### src/rtl/sram_ctrl_pkg.sv
package sram_ctrl_pkg;

    typedef enum logic [2:0] {
        ST_IDLE,
        ST_RD,
        ST_RD_REC,
        ST_WR,
        ST_WR_END
    } ctrl_st_e;

    // nanoseconds to whole cycles, rounded up, never below one
    function automatic int unsigned ns_to_cyc(input int unsigned ns, input int unsigned clk_ns);
        int unsigned c;
        c = (ns + clk_ns - 1) / clk_ns;
        return (c == 0) ? 1 : c;
    endfunction

    function automatic int unsigned umax(input int unsigned a, input int unsigned b);
        return (a > b) ? a : b;
    endfunction

endpackage

### src/rtl/sram_cycle_timer.sv
module sram_cycle_timer #(
    parameter int CNT_W = 4
) (
    input  logic             clk,
    input  logic             rst_n,
    input  logic             load,
    input  logic [CNT_W-1:0] load_val,
    output logic             last
);
    logic [CNT_W-1:0] cnt_d, cnt_q;

    always_comb begin
        cnt_d = cnt_q;
        if (load) begin
            cnt_d = load_val;
        end else if (cnt_q != '0) begin
            cnt_d = cnt_q - 1'b1;
        end
    end

    always_ff @(posedge clk) begin
        if (!rst_n) begin
            cnt_q <= '0;
        end else begin
            cnt_q <= cnt_d;
        end
    end

    assign last = (cnt_q == CNT_W'(1));
endmodule

### src/rtl/sram_rd_capture.sv
module sram_rd_capture #(
    parameter int DATA_W = 8
) (
    input  logic              clk,
    input  logic              rst_n,
    input  logic              capture,
    input  logic [DATA_W-1:0] bus_in,
    output logic [DATA_W-1:0] rdata,
    output logic              rvalid
);
    logic [DATA_W-1:0] data_d, data_q;
    logic              vld_d, vld_q;

    always_comb begin
        data_d = capture ? bus_in : data_q;
        vld_d  = capture;
    end

    always_ff @(posedge clk) begin
        if (!rst_n) begin
            data_q <= '0;
            vld_q  <= 1'b0;
        end else begin
            data_q <= data_d;
            vld_q  <= vld_d;
        end
    end

    assign rdata  = data_q;
    assign rvalid = vld_q;
endmodule

### src/rtl/sram_async_ctrl.sv
module sram_async_ctrl #(
    parameter int ADDR_W          = 15,
    parameter int DATA_W          = 8,
    parameter int CLK_PERIOD_NS   = 8,
    parameter int RD_CYCLE_NS     = 70,
    parameter int ADDR_ACCESS_NS  = 70,
    parameter int CE_ACCESS_NS    = 70,
    parameter int OE_ACCESS_NS    = 35,
    parameter int WR_CYCLE_NS     = 70,
    parameter int WE_PULSE_NS     = 55,
    parameter int ADDR_TO_WEND_NS = 65,
    parameter int CE_TO_WEND_NS   = 65,
    parameter int DATA_SETUP_NS   = 30,
    parameter int RELEASE_NS      = 25
) (
    input  logic              clk,
    input  logic              rst_n,
    input  logic              req_valid,
    output logic              req_ready,
    input  logic              req_write,
    input  logic [ADDR_W-1:0] req_addr,
    input  logic [DATA_W-1:0] req_wdata,
    output logic              rsp_valid,
    output logic [DATA_W-1:0] rsp_rdata,
    output logic [ADDR_W-1:0] mem_addr,
    output logic              mem_ce_n,
    output logic              mem_we_n,
    output logic              mem_oe_n,
    output logic [DATA_W-1:0] mem_dq_out,
    input  logic [DATA_W-1:0] mem_dq_in,
    output logic              mem_dq_oe
);
    import sram_ctrl_pkg::*;

    localparam int unsigned CK = CLK_PERIOD_NS;
    localparam int unsigned RD_CYC = umax(umax(ns_to_cyc(RD_CYCLE_NS, CK), ns_to_cyc(ADDR_ACCESS_NS, CK)),
                                          umax(ns_to_cyc(CE_ACCESS_NS, CK), ns_to_cyc(OE_ACCESS_NS, CK)));
    localparam int unsigned WP_CYC = umax(umax(ns_to_cyc(WE_PULSE_NS, CK), ns_to_cyc(ADDR_TO_WEND_NS, CK)),
                                          umax(ns_to_cyc(CE_TO_WEND_NS, CK), ns_to_cyc(DATA_SETUP_NS, CK)));
    localparam int unsigned WC_CYC = ns_to_cyc(WR_CYCLE_NS, CK);
    localparam int unsigned WE_CYC = (WC_CYC > WP_CYC) ? (WC_CYC - WP_CYC) : 1;
    localparam int unsigned HZ_CYC = ns_to_cyc(RELEASE_NS, CK);
    localparam int unsigned MAX_CYC = umax(umax(RD_CYC, WP_CYC), umax(WE_CYC, HZ_CYC));
    localparam int CNT_W = $clog2(MAX_CYC + 1);

    typedef struct packed {
        ctrl_st_e          st;
        logic [ADDR_W-1:0] addr;
        logic              ce_n;
        logic              we_n;
        logic              oe_n;
        logic              dq_oe;
        logic [DATA_W-1:0] dout;
    } ctrl_regs_t;

    ctrl_regs_t       r_d, r_q;
    logic             tmr_load;
    logic [CNT_W-1:0] tmr_val;
    logic             tmr_last;
    logic             cap;

    sram_cycle_timer #(.CNT_W(CNT_W)) i_timer (
        .clk      (clk),
        .rst_n    (rst_n),
        .load     (tmr_load),
        .load_val (tmr_val),
        .last     (tmr_last)
    );

    sram_rd_capture #(.DATA_W(DATA_W)) i_capture (
        .clk     (clk),
        .rst_n   (rst_n),
        .capture (cap),
        .bus_in  (mem_dq_in),
        .rdata   (rsp_rdata),
        .rvalid  (rsp_valid)
    );

    always_comb begin
        r_d      = r_q;
        tmr_load = 1'b0;
        tmr_val  = '0;
        cap      = 1'b0;
        case (r_q.st)
            ST_IDLE: begin
                if (req_valid) begin
                    r_d.addr = req_addr;
                    r_d.ce_n = 1'b0;
                    tmr_load = 1'b1;
                    if (req_write) begin
                        r_d.we_n  = 1'b0;
                        r_d.dq_oe = 1'b1;
                        r_d.dout  = req_wdata;
                        tmr_val   = CNT_W'(WP_CYC);
                        r_d.st    = ST_WR;
                    end else begin
                        r_d.oe_n = 1'b0;
                        tmr_val  = CNT_W'(RD_CYC);
                        r_d.st   = ST_RD;
                    end
                end
            end
            ST_RD: begin
                if (tmr_last) begin
                    cap      = 1'b1;
                    r_d.ce_n = 1'b1;
                    r_d.oe_n = 1'b1;
                    tmr_load = 1'b1;
                    tmr_val  = CNT_W'(HZ_CYC);
                    r_d.st   = ST_RD_REC;
                end
            end
            ST_RD_REC: begin
                if (tmr_last) begin
                    r_d.st = ST_IDLE;
                end
            end
            ST_WR: begin
                if (tmr_last) begin
                    r_d.we_n = 1'b1;
                    r_d.ce_n = 1'b1;
                    tmr_load = 1'b1;
                    tmr_val  = CNT_W'(WE_CYC);
                    r_d.st   = ST_WR_END;
                end
            end
            ST_WR_END: begin
                if (tmr_last) begin
                    r_d.dq_oe = 1'b0;
                    r_d.st    = ST_IDLE;
                end
            end
            default: r_d.st = ST_IDLE;
        endcase
    end

    always_ff @(posedge clk) begin
        if (!rst_n) begin
            r_q.st    <= ST_IDLE;
            r_q.addr  <= '0;
            r_q.ce_n  <= 1'b1;
            r_q.we_n  <= 1'b1;
            r_q.oe_n  <= 1'b1;
            r_q.dq_oe <= 1'b0;
            r_q.dout  <= '0;
        end else begin
            r_q <= r_d;
        end
    end

    assign req_ready  = (r_q.st == ST_IDLE);
    assign mem_addr   = r_q.addr;
    assign mem_ce_n   = r_q.ce_n;
    assign mem_we_n   = r_q.we_n;
    assign mem_oe_n   = r_q.oe_n;
    assign mem_dq_out = r_q.dout;
    assign mem_dq_oe  = r_q.dq_oe;
endmodule

### config.mk
export PLATFORM = sky130hd
export DESIGN_NAME = sram_async_ctrl
export DESIGN_NICKNAME = d
export VERILOG_FILES = /design/src/rtl/sram_ctrl_pkg.sv /design/src/rtl/sram_cycle_timer.sv /design/src/rtl/sram_rd_capture.sv /design/src/rtl/sram_async_ctrl.sv
export SDC_FILE = /design/constraint.sdc
export NUM_CORES = 1
export LEC_CHECK = 0
export BUFFER_PORTS_ARGS = -buffer_cell sky130_fd_sc_hd__clkbuf_2
export CORE_MARGIN = 2
export CORE_UTILIZATION = 44
export DETAILED_ROUTE_END_ITERATION = 10
export GPL_ROUTABILITY_DRIVEN = 0
export HOLD_SLACK_MARGIN = 0.08
export PLACE_DENSITY_LB_ADDON = 0.05
export REMOVE_ABC_BUFFERS = 1
export SLEW_MARGIN = 20
export SYNTH_ARGS = -nofsm -noshare
export SYNTH_HDL_FRONTEND = slang
export SYNTH_SLANG_ARGS = --single-unit
### constraint.sdc
create_clock -name clk -period 1.35 [get_ports clk]
set_input_delay 0.0675 -clock clk [delete_from_list [all_inputs] [get_ports clk]]
set_output_delay 0.0675 -clock clk [all_outputs]
set_load 0.01 [all_outputs]
==> flow_summary_export.csv <==
group,metric,value,unit
run_status,status,"finished with violations",
run_status,violations,"setup timing",
clock_tree,cts_buffer_depth,2,
clock_tree,cts_tree,"yes",
sta,finalHoldViolations,0,
worst_setup_path,cp_slowest_stage_delay,0.38,ns
logic_synthesis,synthFlopType,"dfxtp_1",
floorplan,core_area,4260,um^2
worst_setup_path,ff2ff_path_depth,6,
floorplan,die_width,70.1,um
sta,worst_pin_slew,0.435,ns
hold_path,holdPathStages,3,
route,wirelength,5010,um
route,drc,0,
grt,grt_overflow,0,
logic_synthesis,synth-seq-cells,43,
final_layout,fin_area,3100,um^2
floorplan,row_count,24,
sta,fmax,693,MHz
clock_tree,insertion_delay,0.30,ns
logic_synthesis,synthArstFlopShare,0,%
floorplan,ios,72,
logic_synthesis,synth_top_area_share,44.8,%
worst_setup_path,worst-setup-path-type,"flip-flop to flip-flop",
logic_synthesis,synth_edf_count,0,
clock_tree,cts_inserted_buffers,5,
placement,dpl.hpwl,2850,um
flow_run,maxCapViolCount,0,
route,routed.top_layer,"met4",
power_and_ir_drop,clkPwrFrac,18.1,%
grt,grt_max_degree,20,
grt,antenna_found_initial,0,
logic_synthesis,synth_area,1920,um^2
final_layout,areaGrowthSynthToFinish,61.6,%
power_and_ir_drop,power.density,1470,nW/um^2
logic_synthesis,ys_seq_area_share,44.8,%
sta,skew,0.00835,ns
placement,place_ws,-0.129,ns
sta,rsz0062_at_grt,"yes",
worst_setup_path,end_kind,"flip-flop",
clock_tree,cts_num_sinks,43,
hold_path,hold_start,"rst_n",
logic_synthesis,synth_area_leaders,"dfxtp_1 (45%), buf_4 (9.4%), nand2_1 (9.2%), a21oi_1 (6.8%), mux2i_1 (4.7%)",
final_layout,fin_nets,365,
final_layout,n_antenna_cell,0,
placement,port-buffer-count,71,
floorplan,die-area,4910,um^2
route,first_pass_iters,4,
floorplan,die_y,70.1,um
clock_tree,cts_root_buf,"clkbuf_8",
clock_tree,cts.htree.levels,2,
route,viasPerCell,4.84,
logic_synthesis,yosysMostFrequentCell,"nand2_1",
worst_setup_path,path_cells,"buf_6 -> nor4b_4 -> buf_6 -> buf_2 -> nand3_1 -> a21oi_1",
power_and_ir_drop,power.net_switching,1.59,mW
final_layout,drive_gt1_share,50.9,%
sta,worst_slack,-0.0922,ns
route,via_count,1838,
worst_setup_path,ff2ff_setup_slack,-0.09,ns
logic_synthesis,yosys.cell_types.count,37,
worst_setup_path,worst_setup_path_start_kind,"flip-flop",
sta,post-route-period-util,107,%
worst_setup_path,cp.required,1.59,ns
worst_setup_path,critical_path.startpoint,"r_q[29]$_SDFFE_PN0P_",
worst_setup_path,path_buf_inv,3,
route,met1_length,2180,um
logic_synthesis,synth_cells,224,
power_and_ir_drop,seq_power_share,36.8,%
route,first_iter_violations,47,
hold_path,hold_path.class,"primary input to flip-flop",
worst_setup_path,cp_slowest_cell,"dfxtp_4",
sta,post-route-min-period,1.44,ns
grt,grt_pass1_vias,1815,
logic_synthesis,syn-mean-instance-area,8.57,um^2
final_layout,final-instance-count-excl-fill,380,
power_and_ir_drop,p_leak,1.33,nW
worst_setup_path,reg2reg_from,"r_q[29]$_SDFFE_PN0P_",
power_and_ir_drop,p_int,2.97,mW
sta,setup_viol,33,
worst_setup_path,crit_family,"buffers and inverters",
route,wl_per_cell,13.2,um
grt,grt_pass1_wl,7820,um
worst_setup_path,crit_path_frequent_cell,"buf_6",
worst_setup_path,cp_num_cells,6,
power_and_ir_drop,p_sw_share,34.8,%
route,dr_wl_met2,2540,um
route,ant_nets,0,
clock_tree,cts.reportedPaths.clkPinSlew,0.09,ns
power_and_ir_drop,max-vdd-ir-drop,0.000936,V
placement,post-place-cells,331,
logic_synthesis,synth_top_area_cell,"dfxtp_1",
floorplan,initial_core_util,45.0,%
worst_setup_path,critPathArrivalTime,1.68,ns
route,wl_met3,259,um
placement,postPlaceCellArea,2290,um^2
grt,grt_usage,19.5,%
worst_setup_path,worstPathMaxFanout,8,
sta,slew_headroom,71.0,%
logic_synthesis,synthTopCellsByCount,"nand2_1 (47), dfxtp_1 (43), a21oi_1 (26), buf_4 (24), nand3_1 (10)",
sta,drv_slew,0,
logic_synthesis,synth_warnings,0,
power_and_ir_drop,p_comb_share,45.1,%
## worst register-to-register path: stages, from the launching register on
cell and delay, ns:
dfxtp_4 0.38, buf_6 0.12, nor4b_4 0.27, buf_6 0.18, buf_2 0.21, nand3_1 0.10, a21oi_1 0.13
## power by group through the flow
stage,logic [mW],registers [mW],clock network [mW]
after floorplan,0.725,1.69,0
after global placement,1.44,1.64,0
after detailed placement,1.44,1.63,0
after CTS,1.63,1.63,0.871
after global routing,2.26,1.71,0.930
final,2.06,1.68,0.827
## logic make-up (layout without fill, tap and decap cells)
logic type	Yosys count	in the layout	share of synthesized area (%)
adder cells (fa/ha/maj)	3	3	1.95
flip-flops	43	43	44.8
AO/OA/AOI/OAI	47	47	14.1
buffers and inverters	46	149	14.2
XOR/XNOR	3	3	1.37
AND/OR/NAND/NOR	73	74	18.8
multiplexers	9	9	4.69
## state kept, by name (all words and copies together), names as in the netlist
signal and count:
i_capture.rdata 8, i_capture.rvalid 1, i_timer.cnt_q 4, mem_addr 15, mem_ce_n 1, mem_dq_oe 1
mem_dq_out 8, mem_oe_n 1, mem_we_n 1, r_q 3
## path summary, 6_finish.rpt
path	endpoint
max	mem_dq_out[7]$_SDFFE_PN0P_
min	mem_we_n$_SDFFE_PN1P_
max reg2reg	mem_dq_out[7]$_SDFFE_PN0P_
min reg2reg	mem_addr[4]$_SDFFE_PN0N_
## area by class of cell
class	count	area, um^2
inverters	6	22.5
multi-input cells	136	1050
clock inverters	3	23.8
flip-flops and latches	43	871
repair buffers	135	1000
fillers	311	1160
well taps	52	65.1
clock buffers	5	68.8
## through the flow
| stage | utilization [%] | hold WS (ns) | setup TNS, ns | total power, mW |
|---|---|---|---|---|
| after global placement | 53.7 | 0.295 | -1.66 | 3.07 |
| after CTS | 65.0 | 0.108 | -1.81 | 4.13 |
| after floorplan | - | 0.139 | -15.16 | 2.41 |
| final | 72.8 | 0.112 | -1.07 | 4.56 |
| after global routing | 72.8 | 0.119 | -4.26 | 4.89 |
| after detailed placement | 53.7 | 0.297 | -1.74 | 3.07 |
## timing repair
action,4_1_cts,5_1_grt
endpoints found under the hold margin,31,0
setup buffers,3,4
hold buffers,31,0
pin swaps,6,23
endpoints found under the setup margin,40,44
gates resized for setup,15,68
gates cloned,1,3
## cell usage in the layout, fill, tap and decap left out, types with 2 or more instances in the layout
cell / netlist / final
ha_4: 0 / 2
buf_6: 0 / 7
clkbuf_2: 1 / 71
mux2i_1: 9 / 9
o21ai_0: 9 / 2
inv_1: 5 / 4
nor3_1: 2 / 2
a21oi_2: 0 / 14
nand3_4: 0 / 4
nand2_1: 47 / 38
dfxtp_1: 43 / 37
clkbuf_8: 0 / 5
buf_4: 24 / 20
nor3b_4: 0 / 2
nand3_1: 10 / 3
a21oi_1: 26 / 12
dfxtp_2: 0 / 5
buf_8: 0 / 2
xnor2_1: 2 / 2
clkbuf_16: 0 / 2
o21ai_1: 1 / 3
or4b_4: 1 / 2
nand2_2: 0 / 4
dlygate4sd3_1: 0 / 31
o21ai_2: 0 / 5
nand3b_1: 3 / 3
nand3_2: 0 / 3
nor2_1: 2 / 2
clkinvlp_4: 0 / 2
nand2_4: 0 / 5
## routing by layer
| metal | track usage [%] | vias to the layer above |
|---|---|---|
| met3 | 5.34 | 4 |
| met5 | 0 | - |
| met4 | 5.13 | 0 |
| met2 | 34.9 | 53 |
| met1 | 22.9 | 842 |
| li1 | - | 939 |
(Power assumes the default switching activity.)
